`src/rtl/ctx_cache_pkg.sv`:
```
package ctx_cache_pkg;

  // strobes from the sequencer to the tag store
  typedef struct packed {
    logic touch;    // hit: refresh recency of wrSlot
    logic install;  // load finished: write tag into wrSlot and refresh
  } ctxStrobe_t;

  typedef enum logic [0:0] {
    ST_IDLE = 1'b0,
    ST_LOAD = 1'b1
  } ctxState_e;

endpackage

```
`src/rtl/ctx_lru_rank.sv`:
```
module ctx_lru_rank #(
  parameter int NUM_SLOTS = 4,
  parameter int SLOT_W    = $clog2(NUM_SLOTS)
) (
  input  logic              clk,
  input  logic              rstN,
  input  logic              touchEn,
  input  logic [SLOT_W-1:0] touchSlot,
  output logic [SLOT_W-1:0] lruSlot
);

  localparam logic [SLOT_W-1:0] OLDEST = SLOT_W'(NUM_SLOTS - 1);

  // rank 0 = most recent, NUM_SLOTS-1 = least recent; ranks form a permutation
  logic [SLOT_W-1:0] rank [NUM_SLOTS];
  logic [SLOT_W-1:0] touchedRank;

  assign touchedRank = rank[touchSlot];

  for (genvar gi = 0; gi < NUM_SLOTS; gi++) begin : g_rank
    always_ff @(posedge clk) begin
      if (!rstN) begin
        rank[gi] <= SLOT_W'(gi);
      end else if (touchEn) begin
        if (touchSlot == SLOT_W'(gi)) begin
          rank[gi] <= '0;
        end else if (rank[gi] < touchedRank) begin
          rank[gi] <= rank[gi] + 1'b1;
        end
      end
    end
  end

  always_comb begin
    lruSlot = '0;
    for (int i = 0; i < NUM_SLOTS; i++) begin
      if (rank[i] == OLDEST) lruSlot = SLOT_W'(i);
    end
  end

endmodule

```
`src/rtl/ctx_tag_store.sv`:
```
module ctx_tag_store
  import ctx_cache_pkg::*;
#(
  parameter int NUM_SLOTS = 4,
  parameter int ID_W      = 4,
  parameter int SLOT_W    = $clog2(NUM_SLOTS)
) (
  input  logic              clk,
  input  logic              rstN,
  input  ctxStrobe_t        strobe,
  input  logic [ID_W-1:0]   lookupId,
  input  logic [SLOT_W-1:0] wrSlot,
  input  logic [ID_W-1:0]   wrId,
  output logic              hit,
  output logic [SLOT_W-1:0] hitSlot,
  output logic [SLOT_W-1:0] victimSlot
);

  logic [NUM_SLOTS-1:0] slotValid;
  logic [ID_W-1:0]      slotTag [NUM_SLOTS];
  logic [NUM_SLOTS-1:0] matchVec;
  logic [SLOT_W-1:0]    lruSlot;
  logic [SLOT_W-1:0]    freeSlot;
  logic                 anyFree;

  for (genvar gs = 0; gs < NUM_SLOTS; gs++) begin : g_slot
    always_ff @(posedge clk) begin
      if (!rstN) begin
        slotValid[gs] <= 1'b0;
        slotTag[gs]   <= '0;
      end else if (strobe.install && wrSlot == SLOT_W'(gs)) begin
        slotValid[gs] <= 1'b1;
        slotTag[gs]   <= wrId;
      end
    end
    assign matchVec[gs] = slotValid[gs] && (slotTag[gs] == lookupId);
  end

  // tags are unique, so at most one match; encode it
  always_comb begin
    hitSlot = '0;
    for (int i = 0; i < NUM_SLOTS; i++) begin
      if (matchVec[i]) hitSlot = SLOT_W'(i);
    end
  end
  assign hit = |matchVec;

  // lowest-numbered empty slot
  always_comb begin
    freeSlot = '0;
    anyFree  = 1'b0;
    for (int i = NUM_SLOTS - 1; i >= 0; i--) begin
      if (!slotValid[i]) begin
        freeSlot = SLOT_W'(i);
        anyFree  = 1'b1;
      end
    end
  end

  ctx_lru_rank #(
    .NUM_SLOTS(NUM_SLOTS),
    .SLOT_W   (SLOT_W)
  ) u_rank (
    .clk      (clk),
    .rstN     (rstN),
    .touchEn  (strobe.touch | strobe.install),
    .touchSlot(wrSlot),
    .lruSlot  (lruSlot)
  );

  assign victimSlot = anyFree ? freeSlot : lruSlot;

endmodule

```
`src/rtl/ctx_seq_ctrl.sv`:
```
module ctx_seq_ctrl
  import ctx_cache_pkg::*;
#(
  parameter int NUM_FUNCS = 14,
  parameter int NUM_SLOTS = 4,
  parameter int ID_W      = 4,
  parameter int SLOT_W    = $clog2(NUM_SLOTS)
) (
  input  logic              clk,
  input  logic              rstN,
  input  logic              reqValid,
  input  logic [ID_W-1:0]   reqFuncId,
  input  logic              loadDone,
  input  logic              hit,
  input  logic [SLOT_W-1:0] hitSlot,
  input  logic [SLOT_W-1:0] victimSlot,
  output ctxStrobe_t        strobe,
  output logic [SLOT_W-1:0] wrSlot,
  output logic [ID_W-1:0]   wrId,
  output logic              busy,
  output logic              ready,
  output logic [SLOT_W-1:0] readySlot,
  output logic              errPulse,
  output logic              loadReq,
  output logic [ID_W-1:0]   loadFuncId,
  output logic [SLOT_W-1:0] loadSlot
);

  localparam logic [ID_W:0] FUNC_LIMIT = (ID_W + 1)'(NUM_FUNCS);

  ctxState_e         state;
  logic [ID_W-1:0]   pendId;
  logic [SLOT_W-1:0] pendSlot;
  logic              accept;
  logic              idOk;
  logic              startLoad;
  logic              finish;

  assign accept    = (state == ST_IDLE) && reqValid;
  assign idOk      = {1'b0, reqFuncId} < FUNC_LIMIT;
  assign startLoad = accept && idOk && !hit;
  assign finish    = (state == ST_LOAD) && loadDone;

  always_comb begin
    strobe.touch   = accept && idOk && hit;
    strobe.install = finish;
    wrSlot         = finish ? pendSlot : hitSlot;
    wrId           = pendId;
  end

  always_ff @(posedge clk) begin
    if (!rstN) begin
      state     <= ST_IDLE;
      pendId    <= '0;
      pendSlot  <= '0;
      ready     <= 1'b0;
      readySlot <= '0;
      errPulse  <= 1'b0;
    end else begin
      ready    <= strobe.touch || finish;
      errPulse <= accept && !idOk;
      if (strobe.touch) readySlot <= hitSlot;
      else if (finish)  readySlot <= pendSlot;
      unique case (state)
        ST_IDLE: if (startLoad) begin
          state    <= ST_LOAD;
          pendId   <= reqFuncId;
          pendSlot <= victimSlot;
        end
        ST_LOAD: if (loadDone) state <= ST_IDLE;
        default: state <= ST_IDLE;
      endcase
    end
  end

  assign busy       = (state == ST_LOAD);
  assign loadReq    = busy;
  assign loadFuncId = pendId;
  assign loadSlot   = pendSlot;

endmodule

```
`src/rtl/ctx_cache_ctrl.sv`:
```
module ctx_cache_ctrl
  import ctx_cache_pkg::*;
#(
  parameter int NUM_FUNCS = 14,
  parameter int NUM_SLOTS = 4,
  parameter int ID_W      = 4,
  parameter int SLOT_W    = $clog2(NUM_SLOTS)
) (
  input  logic              clk,
  input  logic              rstN,
  input  logic              reqValid,
  input  logic [ID_W-1:0]   reqFuncId,
  input  logic              loadDone,
  output logic              busy,
  output logic              ready,
  output logic [SLOT_W-1:0] readySlot,
  output logic              errPulse,
  output logic              loadReq,
  output logic [ID_W-1:0]   loadFuncId,
  output logic [SLOT_W-1:0] loadSlot
);

  ctxStrobe_t        strobe;
  logic [SLOT_W-1:0] wrSlot;
  logic [ID_W-1:0]   wrId;
  logic              hit;
  logic [SLOT_W-1:0] hitSlot;
  logic [SLOT_W-1:0] victimSlot;

  ctx_seq_ctrl #(
    .NUM_FUNCS(NUM_FUNCS),
    .NUM_SLOTS(NUM_SLOTS),
    .ID_W     (ID_W),
    .SLOT_W   (SLOT_W)
  ) u_ctrl (
    .clk       (clk),
    .rstN      (rstN),
    .reqValid  (reqValid),
    .reqFuncId (reqFuncId),
    .loadDone  (loadDone),
    .hit       (hit),
    .hitSlot   (hitSlot),
    .victimSlot(victimSlot),
    .strobe    (strobe),
    .wrSlot    (wrSlot),
    .wrId      (wrId),
    .busy      (busy),
    .ready     (ready),
    .readySlot (readySlot),
    .errPulse  (errPulse),
    .loadReq   (loadReq),
    .loadFuncId(loadFuncId),
    .loadSlot  (loadSlot)
  );

  ctx_tag_store #(
    .NUM_SLOTS(NUM_SLOTS),
    .ID_W     (ID_W),
    .SLOT_W   (SLOT_W)
  ) u_store (
    .clk       (clk),
    .rstN      (rstN),
    .strobe    (strobe),
    .lookupId  (reqFuncId),
    .wrSlot    (wrSlot),
    .wrId      (wrId),
    .hit       (hit),
    .hitSlot   (hitSlot),
    .victimSlot(victimSlot)
  );

endmodule

```
`config.mk`:
```
export PLATFORM = sky130hd
export DESIGN_NAME = ctx_cache_ctrl
export DESIGN_NICKNAME = d
export VERILOG_FILES = /design/src/rtl/ctx_cache_pkg.sv /design/src/rtl/ctx_lru_rank.sv /design/src/rtl/ctx_tag_store.sv /design/src/rtl/ctx_seq_ctrl.sv /design/src/rtl/ctx_cache_ctrl.sv
export SDC_FILE = /design/constraint.sdc
export NUM_CORES = 1
export LEC_CHECK = 0
export ABC_CLOCK_PERIOD_IN_PS = 6600
export BUFFER_PORTS_ARGS = -buffer_cell sky130_fd_sc_hd__buf_2
export CORE_MARGIN = 4
export CORE_UTILIZATION = 45
export DETAILED_ROUTE_END_ITERATION = 16
export PLACE_DENSITY = 0.73
export SLEW_MARGIN = 5
export SYNTH_ARGS = -nofsm -noshare
export SYNTH_HDL_FRONTEND = slang
export SYNTH_SLANG_ARGS = --single-unit
```
`constraint.sdc`:
```
create_clock -name clk -period 6.6 [get_ports clk]
set_input_delay 0.66 -clock clk [delete_from_list [all_inputs] [get_ports clk]]
set_output_delay 0.66 -clock clk [all_outputs]
set_load 0.1 [all_outputs]
```
# Word level (Yosys, flattened, before mapping)
# Memory sizes are Yosys's and may differ from the RTL's.
# Cells that the tools add are included.
# W data, S select, Z words.
op_classes:
  n_reduce_logical: 21
  n_mux: 82
  bitwise: 14
  magnitude_cmp: 5
  eq_ne: 10
  addsub: 4
op_table:
  columns: ["operator", "n"]
  rows:
  - ["$mux W1", 57]
  - ["$mux W2", 20]
  - ["$eq A4 B4 Y1", 4]
  - ["$mux W4", 4]
  - ["$logic_and A1 B1 Y1", 14]
  - ["$or A1 B1 Y1", 13]
  - ["$eq A2 B2 Y1 const B", 5]
  - ["$add A2 B1 Y2 const B", 4]
  - ["$lt A2 B2 Y1", 4]
  - ["$lt A4 B4 Y1 const B", 1]
  - ["$reduce_or A4 Y1", 1]
  - ["$eq A2 B1 Y1 const B", 1]
  - ["$logic_not A1 Y1", 2]
  - ["$logic_not A2 Y1", 1]
  - ["$pmux W1 S2", 1]
  - ["$reduce_and A2 Y1", 1]
  - ["$reduce_bool A2 Y1", 1]
  - ["$logic_or A1 B1 Y1", 1]
  - ["$not A1 Y1", 1]
word_totals:
  mem_count: 2
  ramBits: 24
  word_cells: 148
  regBits: 15
  output_inout_bits: 12
mem_list:
  columns: ["name", "depth", "width", "read_ports", "rd_clocked_by_memory_dff", "wr", "line", "rtl"]
  rows:
  - ["u_store.slotTag", 4, 4, 4, 0, 4, "ctx_tag_store.sv:20", "logic [ID_W-1:0] slotTag [NUM_SLOTS];"]
  - ["u_store.u_rank.rank", 4, 2, 5, 0, 4, "ctx_lru_rank.sv:15", "logic [SLOT_W-1:0] rank [NUM_SLOTS];"]

# Logic depth before layout (Yosys ltp)
# An unclocked memory read counts as a cell.
depth:
  word_depth: 15
  ltp_mapped: 10
  depth_no_buf: 9

# By module
# From an unflattened synthesis, not the netlist that was laid out.
unflattened:
  hier_cells: 216
  hier_area_um2: 2293.4
by_module_without_submodules:
  columns: ["module", "cells_each", "n_inst", "seq_area_each_um2", "area_per_inst_um2"]
  rows:
  - ["ctx_tag_store", 88, 1, 560.5, 1044.8]
  - ["ctx_lru_rank", 68, 1, 240.2, 719.4]
  - ["ctx_seq_ctrl", 60, 1, 220.2, 529.3]

# Worst setup path before layout
# No wires, ideal clock.
synth_timing:
  path_kind: "reg-to-reg"
  from: "register u_ctrl.state (netlist: u_ctrl.busy)"
  to: "memory u_store.u_rank.rank[1][0] (netlist bit) (enable)"
  synth_period_minus_slack_ns: 3.515
  required_ns: 6.275
  setup_slack_ns: 3.085
  arrival_time_ns: 3.189
  path_stages_with_launch: 9
  path_cell_list: "dfxtp_1 -> nand2_1 -> and3_1 -> a21boi_2 -> a21boi_4 -> mux2_4 -> mux2_2 -> o2111a_1 -> a221oi_2"
synth_lines:
  columns: ["element", "line", "rtl"]
  rows:
  - ["start, declared", "ctx_seq_ctrl.sv:31", "ctxState_e state;"]
  - ["start signal, assigned", "ctx_seq_ctrl.sv:53", "state <= ST_IDLE;"]
  - ["start signal, assigned", "ctx_seq_ctrl.sv:66", "state <= ST_LOAD;"]
  - ["start signal, assigned", "ctx_seq_ctrl.sv:70", "ST_LOAD: if (loadDone) state <= ST_IDLE;"]
  - ["end, declared", "ctx_lru_rank.sv:15", null]

==> metrics <==
met2 WL post-DR=about 2400 µm; CTS resizes=0; clock sinks=39; CTS tree=done; initial antenna violation count=0; gpl congestion=0.882; Pins Over Slew Limit=0; Post-Place Cell Area=roughly 0.0025 mm²; fmax=339 MHz; fin area=0.00264 mm²; layout cells sized above 1=19.8%; CTS root buffer=clkbuf_8; Yosys warning count=0; IR drop worst, VDD=119 µV; Area Overhead vs Synth=8.00%; Mapped Cells=239; critical path buffer and inverter count=1; Row Count=26; slowest stage cell, crit path=a21boi_4; htree depth=2; post-synthesis register bit count=39; critical path startpoint=loadDone; # fillers=456; Final nets=262; die area=0.00667 mm²; Post-CTS Setup Inserts=0; Slew headroom=between 50% and 60%; worst skew pair latency=0.30 ns; RSZ-0062 raised after global routing=no; Multi-input gate area=0.00128 mm²; CP delay by family, top=compound AO/OA/AOI/OAI gates; PwrDens=214 mW/mm²; Hold Startpoint=u_ctrl.readySlot[0]$_SDFFE_PN0N_; crit path DAT=2.92 ns; Total GRT Usage=17.7%; Main synth FF type=edfxtp_1; total gr overflow=0; first-pass GRT wire length=8940 µm; Hold WC Path Type=flop to flop; Storage cell area=roughly 0.001 mm²; Core Area=0.00517 mm²; Die H=81.7 µm; post-synthesis async set-or-reset flop share=0%; Pleak=1.03 nW; Synth Net Count=250; Hold Fails Final Rpt=0; # IOs=20; outcome=finished, final reports clean; Final Setup Violations=0; Clock transition at path regs=about 0.070 ns; period utilization=~45%; WL/cell=16.8 µm; CTS Buf Count=5; DR pass1 iterations=4; Port Buf Inserts=19; Post-synth EDFFs=24; Crit. End Element=flop; Metal-1 WL=2480 µm; CP startpoint kind=input port; setup TNS=0 ns; most frequent cells in the layout=edfxtp_1, nor2_1, buf_2, nand2_1, dfxtp_1; Final HPWL DP=3960 µm; largest net degree at the start of global routing=27; highest routed layer=met4; FF-to-FF Start=u_ctrl.busy$_SDFF_PN0_; vias in the first global route=1721; clk buf depth=2; iteration-0 DRC count of the detailed router=263; Min Clock Period, post-route=2.95 ns; critical path class=input port to flop; max cap viols=0; hold slack=roughly 0.48 ns; initial core utilization=47.2%; sequential share of the synthesized area=41.8%; Netlist cell types=60; Netlist Area Pre-Place=between 0.002 and 0.0025 mm²; worst slew pin tran=0.718 ns; skew final=around 0.011 ns; via count=1882; met3 wire len=430 µm; chip width=~82 µm; vias per inst=5.84; CTS Hold Buffers Added=0; antenna cells=0; most common cell after layout, fill and taps aside=edfxtp_1; Worst Path Max Fanout=10; crit path cell chain=buf_2 > and2_1 > nand2_1 > a21boi_2 > a21boi_4 > mux2_4 > mux2_2 > o2111a_1 > a221oi_2; antenna-violating nets left=0; Largest stage delay, worst path=0.36 ns; Post-Route WL=around 5400 µm; Avg Synthesized Cell Area=between 10 and 15 µm²; Worst Path Required=6.58 ns; DR DRC count=0
## worst min-delay path, delay by kind of cell, from the launching register on
| kind | cells | cell delay [ns] |
|---|---|---|
| compound gates | 1 | 0.07 |
| simple gates | 1 | 0.05 |
| flops | 1 | 0.31 |
## worst paths after layout
kind                                         endpoint  slack (ns)  cells after the start
setup / recovery  u_store.u_rank.rank[1][0]$_DFFE_PP_        3.65                      9
hold / removal       u_ctrl.readySlot[0]$_SDFFE_PN0N_        0.48                      2
setup reg to reg  u_store.u_rank.rank[1][0]$_DFFE_PP_        3.67                      8
hold reg to reg      u_ctrl.readySlot[0]$_SDFFE_PN0N_        0.48                      2
## through the flow
stage | worst slack, ns | utilization, % | std cells | total power, mW
4_1_cts | 3.70 | 51.0 | 322 | 0.563
2_1_floorplan | 3.09 | - | 239 | 0.349
6_report | 3.65 | 51.0 | 322 | 0.563
3_3_place_gp | 3.43 | 48.8 | 314 | 0.364
3_5_place_dp | 3.41 | 48.8 | 314 | 0.364
5_1_grt | 3.51 | 51.0 | 322 | 0.584
## final cells by class
class                      count  area share (%)
sequential                    39            38.7
clock buffer                   5            2.61
inverter                      10            1.42
tap                           70            3.32
timing repair buffer          19            3.61
multi-input combinational    176            48.7
clock inverter                 3            1.61
## layer usage
| layer | vias up | global-route usage (%) |
|---|---|---|
| met5 | - | 0 |
| met4 | 0 | 6.48 |
| met3 | 10 | 2.96 |
| met2 | 78 | 26.1 |
| met1 | 893 | 26.1 |
| li1 | 901 | - |
## synth_stat cells (all sizes together), types with 3 or more instances
| cell | n | area (µm²) |
|---|---|---|
| nand3 | 8 | 45.0 |
| a21boi | 3 | 37.5 |
| a2111oi | 3 | 38.8 |
| clkbuf | 6 | 22.5 |
| nand2b | 6 | 37.5 |
| nor3 | 13 | 86.3 |
| dfxtp | 15 | 300 |
| mux2 | 4 | 52.6 |
| and3 | 8 | 50.1 |
| a21o | 3 | 22.5 |
| a21oi | 5 | 25.0 |
| xnor2 | 6 | 75.1 |
| xor2 | 10 | 87.6 |
| nand2 | 19 | 76.3 |
| buf | 8 | 76.3 |
| and2 | 4 | 27.5 |
| mux2i | 12 | 124 |
| o21ai | 9 | 45.0 |
| nor4 | 7 | 43.8 |
| nor2b | 4 | 25.0 |
| o21bai | 3 | 22.5 |
| nor2 | 21 | 78.8 |
| ha | 3 | 37.5 |
| inv | 9 | 33.8 |
| edfxtp | 24 | 721 |
## registers in the layout, summed over array words and instances, names as in the netlist, 2 cells and up
register and flops:
u_ctrl.loadFuncId 4, u_store.slotTag 16, u_store.u_rank.rank 8, u_store.slotValid 4
u_ctrl.readySlot 2, u_ctrl.loadSlot 2
## kinds of logic (layout without fill, tap and decap cells)
logic type | after synthesis | after routing | synth area share, %
buffers and inverters | 24 | 37 | 5.59
adder cells (fa/ha/maj) | 3 | 3 | 1.54
XOR/XNOR | 16 | 16 | 6.66
multiplexers | 16 | 16 | 7.23
flip-flops | 39 | 39 | 41.8
AO/OA/AOI/OAI | 44 | 44 | 15.6
AND/OR/NAND/NOR | 97 | 97 | 21.5
## where the power goes
group / leakage, nW / switching [mW] / internal (mW)
combinational: 0.621 / 0.0621 / 0.0238
clock: 0.0562 / 0.0904 / 0.113
sequential: 0.356 / 0.00763 / 0.266
total: 1.03 / 0.160 / 0.403
(Power assumes the default switching activity.)
